## src/rtl/irq_timer_pkg.sv

```systemverilog
package irq_timer_pkg;
    localparam logic [2:0] A_ENTRY = 3'd0;
    localparam logic [2:0] A_INIT  = 3'd1;
    localparam logic [2:0] A_CUR   = 3'd2;
    localparam logic [2:0] A_DIV   = 3'd3;
    localparam logic [2:0] A_DL_LO = 3'd4;
    localparam logic [2:0] A_DL_HI = 3'd5;

    localparam logic [1:0] M_ONESHOT  = 2'd0;
    localparam logic [1:0] M_PERIODIC = 2'd1;
    localparam logic [1:0] M_DEADLINE = 2'd2;

    localparam int MASK_BIT = 16;
    localparam int MODE_LSB = 17;
    localparam int PRESC_W  = 7;

    // terminal prescaler value for a divider code
    function automatic logic [PRESC_W-1:0] div_last(input logic [2:0] code);
        logic [7:0] v;
        if (code == 3'b111) begin
            v = 8'd0;
        end else begin
            v = (8'd2 << code) - 8'd1;
        end
        return v[PRESC_W-1:0];
    endfunction
endpackage

```

## src/rtl/irq_timer_presc.sv

```systemverilog
module irq_timer_presc
    import irq_timer_pkg::*;
(
    input  logic       clk,
    input  logic       rst_n,
    input  logic       restart,
    input  logic [2:0] code,
    output logic       tick
);
    logic [PRESC_W-1:0] cnt_d, cnt_q;

    always_comb begin
        tick  = (cnt_q == div_last(code)) && !restart;
        cnt_d = cnt_q + 1'b1;
        if (restart || tick) begin
            cnt_d = '0;
        end
    end

    always_ff @(posedge clk or negedge rst_n) begin
        if (!rst_n) cnt_q <= '0;
        else        cnt_q <= cnt_d;
    end
endmodule

```

## src/rtl/irq_timer_dlcmp.sv

```systemverilog
module irq_timer_dlcmp #(
    parameter int TS_W = 64
) (
    input  logic            enable,
    input  logic [TS_W-1:0] ts,
    input  logic [TS_W-1:0] deadline,
    output logic            hit
);
    always_comb begin
        hit = enable && (deadline != '0) && (ts >= deadline);
    end
endmodule

```

## src/rtl/irq_timer.sv

```systemverilog
module irq_timer
    import irq_timer_pkg::*;
#(
    parameter int CNT_W      = 32,
    parameter int VEC_W      = 8,
    parameter int TS_W       = 64,
    parameter int MIN_PERIOD = 4
) (
    input  logic             clk,
    input  logic             rst_n,
    input  logic             reg_we,
    input  logic [2:0]       reg_addr,
    input  logic [31:0]      reg_wdata,
    output logic [31:0]      reg_rdata,
    input  logic [TS_W-1:0]  ts_i,
    output logic             irq_o,
    output logic [VEC_W-1:0] irq_vec_o
);
    localparam int DATA_W  = 32;
    localparam int DL_HI_W = TS_W - DATA_W;
    localparam logic [CNT_W-1:0] MIN_C = CNT_W'(MIN_PERIOD);

    typedef struct packed {
        logic [VEC_W-1:0] vec;
        logic             mask;
        logic [1:0]       mode;
        logic [CNT_W-1:0] init;
        logic [CNT_W-1:0] cur;
        logic [2:0]       dcode;
        logic [TS_W-1:0]  dl;
        logic             irq;
    } state_t;

    state_t s_d, s_q;

    logic tick, dl_hit, restart, dl_mode;
    logic wr_entry, wr_init, wr_div, wr_dl_lo, wr_dl_hi;
    logic [1:0] new_mode;
    logic fire;

    // signals exposed to the bound checker
    logic [1:0]       mode_cur;
    logic             mask_cur;
    logic [CNT_W-1:0] init_cnt, cur_cnt;
    logic [TS_W-1:0]  dl_val;

    function automatic logic [CNT_W-1:0] clamp_period(input logic [CNT_W-1:0] v);
        if (v != '0 && v < MIN_C) return MIN_C;
        return v;
    endfunction

    always_comb begin
        dl_mode  = (s_q.mode == M_DEADLINE);
        wr_entry = reg_we && (reg_addr == A_ENTRY);
        wr_init  = reg_we && (reg_addr == A_INIT);
        wr_div   = reg_we && (reg_addr == A_DIV);
        wr_dl_lo = reg_we && (reg_addr == A_DL_LO);
        wr_dl_hi = reg_we && (reg_addr == A_DL_HI);
        new_mode = reg_wdata[MODE_LSB +: 2];
        restart  = wr_div || (wr_init && !dl_mode);
    end

    irq_timer_presc u_presc (
        .clk     (clk),
        .rst_n   (rst_n),
        .restart (restart),
        .code    (s_q.dcode),
        .tick    (tick)
    );

    irq_timer_dlcmp #(.TS_W(TS_W)) u_dlcmp (
        .enable   (dl_mode),
        .ts       (ts_i),
        .deadline (s_q.dl),
        .hit      (dl_hit)
    );

    always_comb begin
        s_d  = s_q;
        fire = 1'b0;

        // countdown path
        if (!dl_mode && s_q.cur != '0 && tick) begin
            if (s_q.cur == CNT_W'(1)) begin
                fire  = 1'b1;
                s_d.cur = (s_q.mode == M_PERIODIC) ? clamp_period(s_q.init) : '0;
            end else begin
                s_d.cur = s_q.cur - 1'b1;
            end
        end

        // deadline path
        if (dl_hit) begin
            fire   = 1'b1;
            s_d.dl = '0;
        end

        // register writes
        if (wr_init && !dl_mode) begin
            s_d.init = reg_wdata[CNT_W-1:0];
            s_d.cur  = (s_q.mode == M_PERIODIC) ? clamp_period(reg_wdata[CNT_W-1:0])
                                                : reg_wdata[CNT_W-1:0];
        end
        if (wr_div) begin
            s_d.dcode = {reg_wdata[3], reg_wdata[1], reg_wdata[0]};
        end
        if (wr_dl_lo) begin
            s_d.dl[DATA_W-1:0] = reg_wdata;
        end
        if (wr_dl_hi) begin
            s_d.dl[TS_W-1:DATA_W] = reg_wdata[DL_HI_W-1:0];
        end
        if (wr_entry) begin
            s_d.vec  = reg_wdata[VEC_W-1:0];
            s_d.mask = reg_wdata[MASK_BIT];
            s_d.mode = new_mode;
            if ((new_mode == M_DEADLINE) != dl_mode) begin
                s_d.init = '0;
                s_d.cur  = '0;
                s_d.dl   = '0;
            end
        end

        s_d.irq = fire && !s_q.mask;
    end

    always_ff @(posedge clk or negedge rst_n) begin
        if (!rst_n) s_q <= '0;
        else        s_q <= s_d;
    end

    always_comb begin
        reg_rdata = '0;
        case (reg_addr)
            A_ENTRY: begin
                reg_rdata[VEC_W-1:0]       = s_q.vec;
                reg_rdata[MASK_BIT]        = s_q.mask;
                reg_rdata[MODE_LSB +: 2]   = s_q.mode;
            end
            A_INIT:  reg_rdata[CNT_W-1:0] = s_q.init;
            A_CUR:   reg_rdata[CNT_W-1:0] = s_q.cur;
            A_DIV: begin
                reg_rdata[3] = s_q.dcode[2];
                reg_rdata[1] = s_q.dcode[1];
                reg_rdata[0] = s_q.dcode[0];
            end
            A_DL_LO: reg_rdata = s_q.dl[DATA_W-1:0];
            A_DL_HI: reg_rdata[DL_HI_W-1:0] = s_q.dl[TS_W-1:DATA_W];
            default: reg_rdata = '0;
        endcase
    end

    always_comb begin
        irq_o     = s_q.irq;
        irq_vec_o = s_q.vec;
        mode_cur  = s_q.mode;
        mask_cur  = s_q.mask;
        init_cnt  = s_q.init;
        cur_cnt   = s_q.cur;
        dl_val    = s_q.dl;
    end
endmodule

```

## config.mk

```make
export PLATFORM = sky130hd
export DESIGN_NAME = irq_timer
export DESIGN_NICKNAME = d
export VERILOG_FILES = /design/src/rtl/irq_timer_pkg.sv /design/src/rtl/irq_timer_presc.sv /design/src/rtl/irq_timer_dlcmp.sv /design/src/rtl/irq_timer.sv
export SDC_FILE = /design/constraint.sdc
export NUM_CORES = 1
export LEC_CHECK = 0
export CAP_MARGIN = 0
export CELL_PAD_IN_SITES_DETAIL_PLACEMENT = 0
export CELL_PAD_IN_SITES_GLOBAL_PLACEMENT = 2
export CORE_MARGIN = 4
export CORE_UTILIZATION = 34
export DETAILED_ROUTE_END_ITERATION = 10
export MAX_ROUTING_LAYER = met4
export PLACE_DENSITY = 0.91
export SLEW_MARGIN = 0
export SYNTH_ARGS = -nofsm -noshare
export SYNTH_HDL_FRONTEND = slang
export SYNTH_HIERARCHICAL = 1
export SYNTH_SLANG_ARGS = --single-unit
export TNS_END_PERCENT = 100
```

## constraint.sdc

```tcl
create_clock -name clk -period 4.1 [get_ports clk]
set_input_delay 0.82 -clock clk [delete_from_list [all_inputs] [get_ports clk]]
set_output_delay 0.82 -clock clk [all_outputs]
set_load 0.01 [all_outputs]
```

-- Yosys cells after proc, flatten, opt, wreduce, memory -nomap -nowiden
Index checks and enable logic that the tools add are counted.
- bits in registers: 150
- output and inout port bits: 41
- logic and storage cells: 85
- reduce and logical (&&, ||, !) cells: 24
- add/subtract/negate cells: 3
- shifts and indexed selects: 1
- mux-type cells: 33
- equality and inequality tests: 12
- order comparisons: 3
- operators by type and width (operator ; number):
    64-bit two-way mux ; 6
    32-bit two-way mux ; 10
    32-bit nonzero test ; 3
    64-bit >= comparator ; 1
    32-bit by 3-bit < comparator with 1-bit output (second input constant) ; 2
    64-bit nonzero test ; 1
    13-bit case mux with 4 select lines ; 1
    32-bit by 1-bit equality test with 1-bit output (second input constant) ; 1
    8-bit case mux with 4 select lines ; 1
    32-bit by 1-bit subtractor with 32-bit output (second input constant) ; 1
    4-bit case mux with 5 select lines ; 1
    3-bit case mux with 5 select lines ; 1
    1-bit logical AND ; 14
    7-bit two-way mux ; 2
    2-bit case mux with 6 select lines ; 1
    3-bit equality test (second input constant) ; 3
    1-bit two-way mux ; 8
    7-bit by 1-bit adder with 7-bit output (second input constant) ; 1
    7-bit equality test ; 1
    2-bit by 3-bit << shifter with 7-bit output (first input constant) ; 1
    7-bit by 1-bit subtractor with 7-bit output (second input constant) ; 1
    3-bit by 2-bit equality test with 1-bit output (second input constant) ; 2
    1-bit case mux with 6 select lines ; 1
    1-bit case mux with 5 select lines ; 1
    7 further kinds ; 11

-- Longest topological paths before layout
Gate-level depths: netlist of run 1.
- word-level depth: 15
- mapped depth: 16

-- By module
Netlist of run 1, hierarchy kept.
- modules (own cells, without submodules) (module ; times used ; area each (um2) ; sequential area each (um2) ; cells each):
    irq_timer ; 1 ; 8252.9 ; 3578.4 ; 965
    irq_timer_dlcmp ; 1 ; 1752.9 ; 0.0 ; 244
    irq_timer_presc ; 1 ; 584.3 ; 175.2 ; 64

-- Worst setup path before layout of run 1
OpenSTA, ideal clock, no wires.
- kind: input port to flip-flop
- start: input port reg_addr[2]
- end: register s_q (netlist bit cur_cnt[0])
- data arrival time: 3.628 ns
- data required time: 4.018 ns
- stages on the path: 12
- slack: 0.390 ns
- library setup time: 0.082 ns
- path through: clkbuf_1 nor3b_1 nand3_1 clkbuf_1 clkbuf_1 nand2_1 and3b_1 nand2_1 a41oi_1 nand2_1 or3_1 a31oi_1
- RTL lines (item ; line ; source):
    start: declaration ; irq_timer.sv:12 ; input logic [2:0] reg_addr,
    end signal: assignment ; irq_timer.sv:128 ; if (!rst_n) s_q <= '0;
    end signal: assignment ; irq_timer.sv:129 ; else s_q <= s_d;
    end: declaration ; irq_timer.sv:34 ; state_t s_d, s_q;

==> reports/qor.yml, run 1 <==
status:
  status: "completed"
sta:
  setup_tns_ns: 0
  skew_ns: 0.0107
  fin_ws_ns: 0.165
  max_freq_ghz: 0.254
  hold_viol_final: 0
  rsz0062_at_grt: "no"
  period_needed_ns: 3.93
  setup_viol: 0
  period_share_pct: 96.0
  relSlewSlack_pct: 45.7
  tightest_slew_ns: 0.808
  drv_slew: 0
  fin_hold_ws_ns: 0.407
floorplan:
  io_pins: 143
  die-width_um: 184
  die-area_sq_um: 34000
  fp.coreArea_sq_um: 30700
  initial_core_util_pct: 34.5
  die_h_um: 184
  rows: 64
critical_path:
  cp_max_fo: 11
  startpoint_type: "register"
  critical_path_class: "reg -> reg"
  crit_slowest_cell: "a41oi_2"
  end_kind: "register"
  worstPathArrival_ns: 4.27
  critPathMaxStageDelay_ns: 0.51
  path_cells: "or3_2 -> ha_1 -> and3b_1 -> or4_4 -> a21oi_4 -> and3b_1 -> nand2_1 -> a41oi_2 -> buf_4 -> nand2_1 -> o211ai_1"
  required_ns: 4.43
clocking:
  root_buffer: "clkbuf_16"
  ctsResizeCount: 0
  htree_levels: 4
  cts_sinks: 150
  cts_made_buffers: 17
  clk_latency_ns: 0.43
  post_cts_buffers: 0
  cts_tree: "built"
  cts_max_path_buffers: 2
  cts.clk_slew.worst_paths_ns: 0.07
  hold_buffers: 0
run:
  drv_cap: 0
yosys:
  syn-num-nets: 1444
  ys_ff_latch: 150
  ys_seq_area_share_pct: 35.4
  ys_types: 69
  synth_edf_count: 0
  synth_top_cell_area_share_pct: 35.4
  yosysTopAreaCell: "dfrtp_1"
  yosys_most_used_dff: "dfrtp_1"
  synth_cells: 1273
  syn_area_sq_um: 10600
  async_flop_share_pct: 100
  synth_area_leaders: "dfrtp_1 (35%), ha_1 (8.2%), a21oi_1 (7.1%)"
  avgSynthCellArea_sq_um: 8.32
  synth_warnings: 6
worst_hold_path:
  min_path_type: "in -> async"
route:
  dr.pass1.iters: 6
  totalWireLength_um: 41800
  drc: 0
  drtIter0Drc: 1233
  avgRoutedWirePerCell_um: 23.2
  drtAntennaViolNets: 0
  vias: 10800
  via_per_inst: 6.00
place:
  gp_congestion: 0.935
  pre_cts_slack_ns: 0.101
  place_hpwl_um: 30300
  io_buffers: 142
power:
  p_per_area_nw_per_um2: 460
  swShare_pct: 38.2
  seqPwrFrac_pct: 39.1
  p_leak_nw: 5.33
  power_switching_w: 0.00232
  clkPwrFrac_pct: 27.3
  p_comb_share_pct: 33.6
  internal_power_w: 0.00375
  ir_worst_vdd_mv: 0.312
finish:
  nNetsFinal: 1563
  final_common_cell: "nand2_1"
  final_cell_mix: "nand2_1 (159), a21oi_1 (150), dfrtp_1 (150)"
  drive_gt1_share_pct: 8.83
  area_growth_pct: 24.7
global_routing:
  gr-total-overflow: 0
  antenna_found_initial: 1
  grtUsageTotal_pct: 24.9
  grt_pass1_vias: 10400
  grt_max_degree: 77
  grt_first_pass_wirelength_um: 63200
metrics by stage:
step,total power (W),std cells,util [%],instance area (sq um)
global route,0.00639,1801,43.1,13200
global placement,0.00435,1769,41.1,12600
floorplan,0.00349,1273,-,10600
detailed placement,0.00439,1769,41.1,12600
CTS,0.00605,1800,43.0,13200
finish,0.00608,1801,43.1,13200
registers in the layout (all words and copies together), names as in the netlist:
signal / flops
dl_val: 64
cur_cnt: 32
init_cnt: 32
irq_vec_o: 8
u_presc/cnt_q: 7
s_q: 3
mode_cur: 2
irq_o: 1
mask_cur: 1
final timing paths:
| kind | from | to | slack, ns | cells after the start |
|---|---|---|---|---|
| hold reg to reg | mask_cur | irq_o | 0.50 | 1 |
| max in group asynchronous | rst_n | dl_val[0] | 2.79 | 2 |
| min in group clk | mask_cur | irq_o | 0.50 | 1 |
| setup / recovery | s_q[67] | cur_cnt[11] | 0.17 | 11 |
| hold / removal | rst_n | init_cnt[29] | 0.41 | 1 |
| setup reg to reg | s_q[67] | cur_cnt[11] | 0.17 | 11 |
worst max-delay path, delay by kind of cell (launching register included):
kind            cells  cell delay, ns
flops               1            0.37
simple gates        6            1.86
buf+inv             1            0.26
fa+ha+maj           1            0.24
compound gates      3            1.08
synth_stat cells (7+ instances only):
cell type  number
o211ai_1       10
nor3_1         21
xnor2_1         7
mux2i_1        11
a21oi_1       150
o21ai_0        50
or4_1           8
and3_1         11
a211oi_1       16
ha_1           69
inv_1          71
a31oi_1        25
nor3b_1        33
nand2_1       159
nor4_1         37
or3_1           9
buf_4           9
dfrtp_1       150
buf_2          10
mux2_2         19
a22oi_1        57
nand3_1        29
o22ai_1         8
nor2_1         76
a21o_1          8
nand3b_1       33
nand4_1        25
clkbuf_1       64
logic make-up after synthesis:
logic type,synth area share (%)
AND/OR/NAND/NOR,24.6
multiplexers,3.27
XOR/XNOR,0.910
AO/OA/AOI/OAI,21.2
buffers and inverters,6.39
flip-flops,35.4
adder cells (fa/ha/maj),8.15
power by group through the flow:
stage	sequential (W)	clock, W	combinational, W
CTS	0.00236	0.00167	0.00202
detailed placement	0.00238	0	0.00201
floorplan	0.00213	0	0.00137
finish	0.00238	0.00166	0.00204
global route	0.00241	0.00173	0.00224
global placement	0.00238	0	0.00197
layout make-up:
class / instances / area (sq um)
inverters: 71 / 267
flip-flops and latches: 150 / 3750
multi-input cells: 961 / 6200
diodes: 1 / 2.50
fillers: 3080 / 17500
clock buffers: 20 / 457
repair buffers: 191 / 1880
clock inverters: 11 / 148
well taps: 396 / 495
routing by layer:
metal | track usage (%) | share of wire [%] | vias to the layer above
li1 | - | - | 4911
met1 | 34.3 | 43 | 5305
met2 | 37.3 | 45 | 527
met3 | 5.09 | 9.1 | 72
met4 | 7.34 | 2.6 | 0
met5 | - | 0 | -
No activity file was read; power rests on OpenSTA's default activity.
==> run 2, diff against run 1 <==
Settings changed: PLACE_DENSITY 0.91 to 0.93.
==> run 2 against run 1 <==
Net effect: maximum frequency increased by 3.2%; combinational power about the same; worst hold slack about the same.
==> reports/qor.yml, run 2 (synthesized netlist as in run 1, its figures left out) <==
global_routing:
  grt_max_degree: 95
  antenna_found_initial: 0
  grt_first_pass_wirelength_um: 62500
  grtUsageTotal_pct: 24.5
  grt_pass1_vias: 10300
  gr-total-overflow: 0
finish:
  final_cell_mix: "nand2_1 (159), a21oi_1 (150), dfrtp_1 (150)"
  final_cells: 1803
  area_growth_pct: 24.4
  diodes: 0
  drive_gt1_share_pct: 9.03
  largest_register_ffs: 64
  final_common_cell: "nand2_1"
  nNetsFinal: 1565
route:
  drtAntennaViolNets: 0
  drtIter0Drc: 1257
  vias: 10800
  dr.pass1.iters: 5
  avgRoutedWirePerCell_um: 23.0
  drc: 0
  via_per_inst: 5.99
  totalWireLength_um: 41500
place:
  gp_congestion: 0.943
  io_buffers: 142
  place_hpwl_um: 30200
  place_inst: 1771
floorplan:
  initial_core_util_pct: 34.5
  die-area_sq_um: 34000
  die_h_um: 184
  rows: 64
  io_pins: 143
  die-width_um: 184
  fp.coreArea_sq_um: 30700
sta:
  tightest_slew_ns: 0.900
  setup_tns_ns: 0
  skew_ns: 0.00846
  setup_viol: 0
  rsz0062_at_grt: "no"
  relSlewSlack_pct: 39.8
  max_freq_ghz: 0.262
  period_needed_ns: 3.81
  period_share_pct: 93.0
  drv_slew: 0
  hold_viol_final: 0
clocking:
  hold_buffers: 0
  cts_made_buffers: 17
  cts_tree: "built"
  post_cts_buffers: 0
  clk_latency_ns: 0.43
  cts_sinks: 150
  cts_max_path_buffers: 2
  htree_levels: 4
  cts.clk_slew.worst_paths_ns: 0.07
  root_buffer: "clkbuf_16"
  ctsResizeCount: 0
power:
  p_per_area_nw_per_um2: 456
  p_leak_nw: 5.32
  ir_worst_vdd_mv: 0.327
critical_path:
  cp_max_fo: 17
  startpoint_type: "input port"
  worstPathArrival_ns: 2.99
  required_ns: 3.28
  end_kind: "output pin"
  rrSetupSlack_ns: 0.31
  critical_path_class: "in -> out"
run:
  drv_cap: 0
worst_hold_path:
  min_path_type: "in -> async"
status:
  status: "completed"
[run 2: cell count changes in the layout (fill, tap and decap cells not counted), sizes merged]
| cell | change |
|---|---|
| buf | +2 |
| bufinv | -2 |
| clkinv | +1 |
| clkinvlp | +1 |
| diode | -1 |
| inv | +1 |
[run 2: area by class of cell]
class,instances,area [sq um]
well taps,396,495
clock inverters,12,120
multi-input cells,961,6200
clock buffers,20,457
flip-flops and latches,150,3750
inverters,71,267
fillers,3085,17500
repair buffers,193,1880
[run 2: power by group]
part / switching (W) / total, W / internal, W
registers: 0.000573 / 0.00239 / 0.00182
clock network: 0.000699 / 0.00158 / 0.000878
logic: 0.00109 / 0.00203 / 0.000943
total: 0.00236 / 0.00600 / 0.00364
[run 2: per-stage QoR]
stage | area, sq um | total power (W) | hold slack (ns) | worst slack [ns] | util (%)
6_report | 13200 | 0.00600 | 0.407 | 0.285 | 43.0
5_1_grt | 13200 | 0.00630 | 0.462 | 0.104 | 43.0
4_1_cts | 13200 | 0.00597 | 0.448 | 0.277 | 43.0
3_5_place_dp | 12600 | 0.00439 | 0.519 | 0.213 | 41.1
3_3_place_gp | 12600 | 0.00435 | 0.522 | 0.252 | 41.1
2_1_floorplan | 10600 | 0.00349 | 0.420 | 0.390 | -
[run 2: final timing paths]
check	from	depth (start not counted)	to
max	reg_addr[0]	8	reg_rdata[13]
min	rst_n	1	dl_val[5]
max reg2reg	s_q[67]	12	cur_cnt[20]
min reg2reg	mask_cur	1	irq_o
max in group asynchronous	rst_n	2	init_cnt[23]
min in group clk	mask_cur	1	irq_o
[run 2: worst max-delay path, cell delays in order]
cell,delay (ns)
clkdlybuf4s50_1,0.56
buf_4,0.22
nor2_1,0.07
and2_0,0.20
buf_4,0.21
a22oi_1,0.28
nand2_1,0.13
clkdlybuf4s50_1,0.50
[run 2: per-layer routing]
| metal | part of all wire (%) | wire length (um) | GRT usage (%) | up-vias |
|---|---|---|---|---|
| li1 | - | - | - | 4918 |
| met1 | 43 | 18000 | 33.7 | 5297 |
| met2 | 45 | 18900 | 37.4 | 522 |
| met3 | 9.3 | 3860 | 5.47 | 61 |
| met4 | 1.8 | 756 | 4.94 | 0 |
| met5 | 0 | 0 | - | - |
==> run 3, diff against run 2 <==
Settings changed: GPL_TIMING_DRIVEN from default to 0.
==> run 3 against run 2 <==
Net effect: register-to-register slack lost 0.23 ns; utilization up 0.25 points; non-clock buffer count increased by 44; final cell count rose by 2.3%; clock-buffer cell count did not move; sequential cell count stayed put; critical path depth grew 3; clock power barely moved; worst hold slack got worse by 0.13 ns; global-route usage up 3.8 points; combinational power is 5% higher.
==> reports/qor.yml, run 3 (synthesized netlist as in run 1, its figures left out) <==
finish:
  drive_gt1_share_pct: 8.56
  nNetsFinal: 1609
  area_growth_pct: 25.2
  fill_cells: 3082
  largest_register_ffs: 64
  finalInstanceArea_sq_um: 13300
  final_common_cell: "nand2_1"
  final_cell_mix: "nand2_1 (157), a21oi_1 (150), dfrtp_1 (150)"
clocking:
  cts_tree: "built"
  cts.clk_slew.worst_paths_ns: 0.06
  cts_sinks: 150
  clk_latency_ns: 0.43
  root_buffer: "clkbuf_16"
  cts_made_buffers: 17
  cts_max_path_buffers: 2
  htree_levels: 4
global_routing:
  grtUsageTotal_pct: 28.3
  grt_pass1_vias: 11000
  gr-total-overflow: 0
  antenna_found_initial: 1
  grt_first_pass_wirelength_um: 70500
  grt_max_degree: 107
power:
  p_comb_share_pct: 35.0
  p_per_area_nw_per_um2: 460
  swShare_pct: 39.4
  p_leak_nw: 5.34
  internal_power_w: 0.00370
  power_switching_w: 0.00241
  ir_worst_vdd_mv: 0.318
  seqPwrFrac_pct: 39.1
  clkPwrFrac_pct: 25.8
sta:
  period_needed_ns: 4.03
  hold_viol_final: 0
  setup_viol: 0
  skew_ns: 0.00956
  period_share_pct: 98.3
  drv_slew: 0
  tightest_slew_ns: 0.901
  relSlewSlack_pct: 39.1
  max_freq_ghz: 0.248
  rsz0062_at_grt: "no"
  setup_tns_ns: 0
worst_hold_path:
  min_path_type: "in -> async"
route:
  drc: 0
  dr.pass1.iters: 5
  drtIter0Drc: 1377
  vias: 11300
  via_per_inst: 6.10
  drtAntennaViolNets: 0
  avgRoutedWirePerCell_um: 25.6
  totalWireLength_um: 47200
critical_path:
  timing.rr.start: "s_q[67]"
  startpoint_type: "input port"
  required_ns: 4.43
  worstPathArrival_ns: 4.36
  critical_path_class: "in -> reg"
  r2r-end: "cur_cnt[9]"
  end_kind: "register"
  r2r_cells: 12
  rrSetupSlack_ns: 0.08
  cp_max_fo: 10
place:
  place_hpwl_um: 35900
  io_buffers: 141
  gp_congestion: 0.987
  post_dp_cell_area_sq_um: 12500
floorplan:
  die-width_um: 184
  die-area_sq_um: 34000
  rows: 64
  die_h_um: 184
  io_pins: 143
  fp.coreArea_sq_um: 30700
  initial_core_util_pct: 34.5
status:
  status: "completed"
run:
  drv_cap: 0
run 3: changes by cell type in the layout (fill, tap and decap cells not counted), sizes merged:
| cell | before | now |
|---|---|---|
| clkinv | 6 | 3 |
| dlymetal6s2s | 0 | 1 |
| clkdlybuf4s50 | 141 | 138 |
| inv | 74 | 71 |
| clkinvlp | 2 | 4 |
| clkbuf | 20 | 82 |
| bufinv | 1 | 2 |
| buf | 52 | 35 |
| diode | 0 | 1 |
| dlygate4sd2 | 0 | 1 |
run 3: layout make-up:
cell class	instances	area, sq um	share of cell area, %
buffer	90	457	3.45
timing repair buffer	147	1480	11.2
tap	396	495	3.74
sequential	150	3750	28.3
clock inverter	9	105	0.793
multi-input combinational	961	6240	47.0
inverter	71	267	2.01
clock buffer	20	457	3.45
antenna	1	2.50	0.0189
run 3: worst max-delay path: stages:
cell and delay, ns:
clkdlybuf4s50_1 0.64, nand3_2 0.29, clkbuf_2 0.32, clkbuf_4 0.32, nand2_1 0.22, and3b_1 0.35
nand2_2 0.16, a41oi_4 0.34, clkbuf_2 0.30, nand2_1 0.29, o211ai_1 0.31
run 3: worst max path at each step:
stage                start       endpoint  slack [ns]  cells after the start
4_1_cts        reg_addr[1]  reg_rdata[31]       0.005                      8
5_1_grt            s_q[65]     cur_cnt[9]        0.01                     12
2_1_floorplan  reg_addr[2]     cur_cnt[0]        0.39                     12
6_report            reg_we     cur_cnt[9]        0.07                     11
3_5_place_dp   reg_addr[0]     cur_cnt[0]       -1.80                     12
3_3_place_gp         rst_n   init_cnt[28]       -4.24                      1
run 3: power groups by stage:
stage	logic [W]	registers [W]	clock network, W
3_3_place_gp	0.00202	0.00238	0
5_1_grt	0.00234	0.00242	0.00164
4_1_cts	0.00210	0.00236	0.00158
2_1_floorplan	0.00137	0.00213	0
6_report	0.00214	0.00239	0.00158
3_5_place_dp	0.00207	0.00239	0
run 3: repair_timing:
item                                    4_1_cts  5_1_grt
buffers inserted                              5        0
hold buffers                                  0        0
endpoints found under the setup margin       67       94
gates resized for setup                      39       16
pin swaps                                     2        1
run 3: routing by layer:
| layer | global-route usage [%] | wire length, um | share of wire, % |
|---|---|---|---|
| met2 | 42.4 | 21000 | 44 |
| met3 | 4.62 | 4260 | 9.0 |
| met1 | 39.9 | 20800 | 44 |
| met5 | - | 0 | 0 |
| met4 | 7.42 | 1140 | 2.4 |
run 3: metrics by stage:
step / utilization (%) / total power [W] / hold slack, ns / instances / setup WS (ns)
2_1_floorplan: - / 0.00349 / 0.420 / 1273 / 0.390
3_3_place_gp: 40.7 / 0.00440 / 0.521 / 1810 / -4.24
3_5_place_dp: 40.9 / 0.00445 / 0.529 / 1811 / -1.80
4_1_cts: 43.1 / 0.00604 / 0.292 / 1844 / 0.00451
5_1_grt: 43.2 / 0.00640 / 0.309 / 1845 / 0.0130
6_report: 43.2 / 0.00610 / 0.281 / 1845 / 0.0680
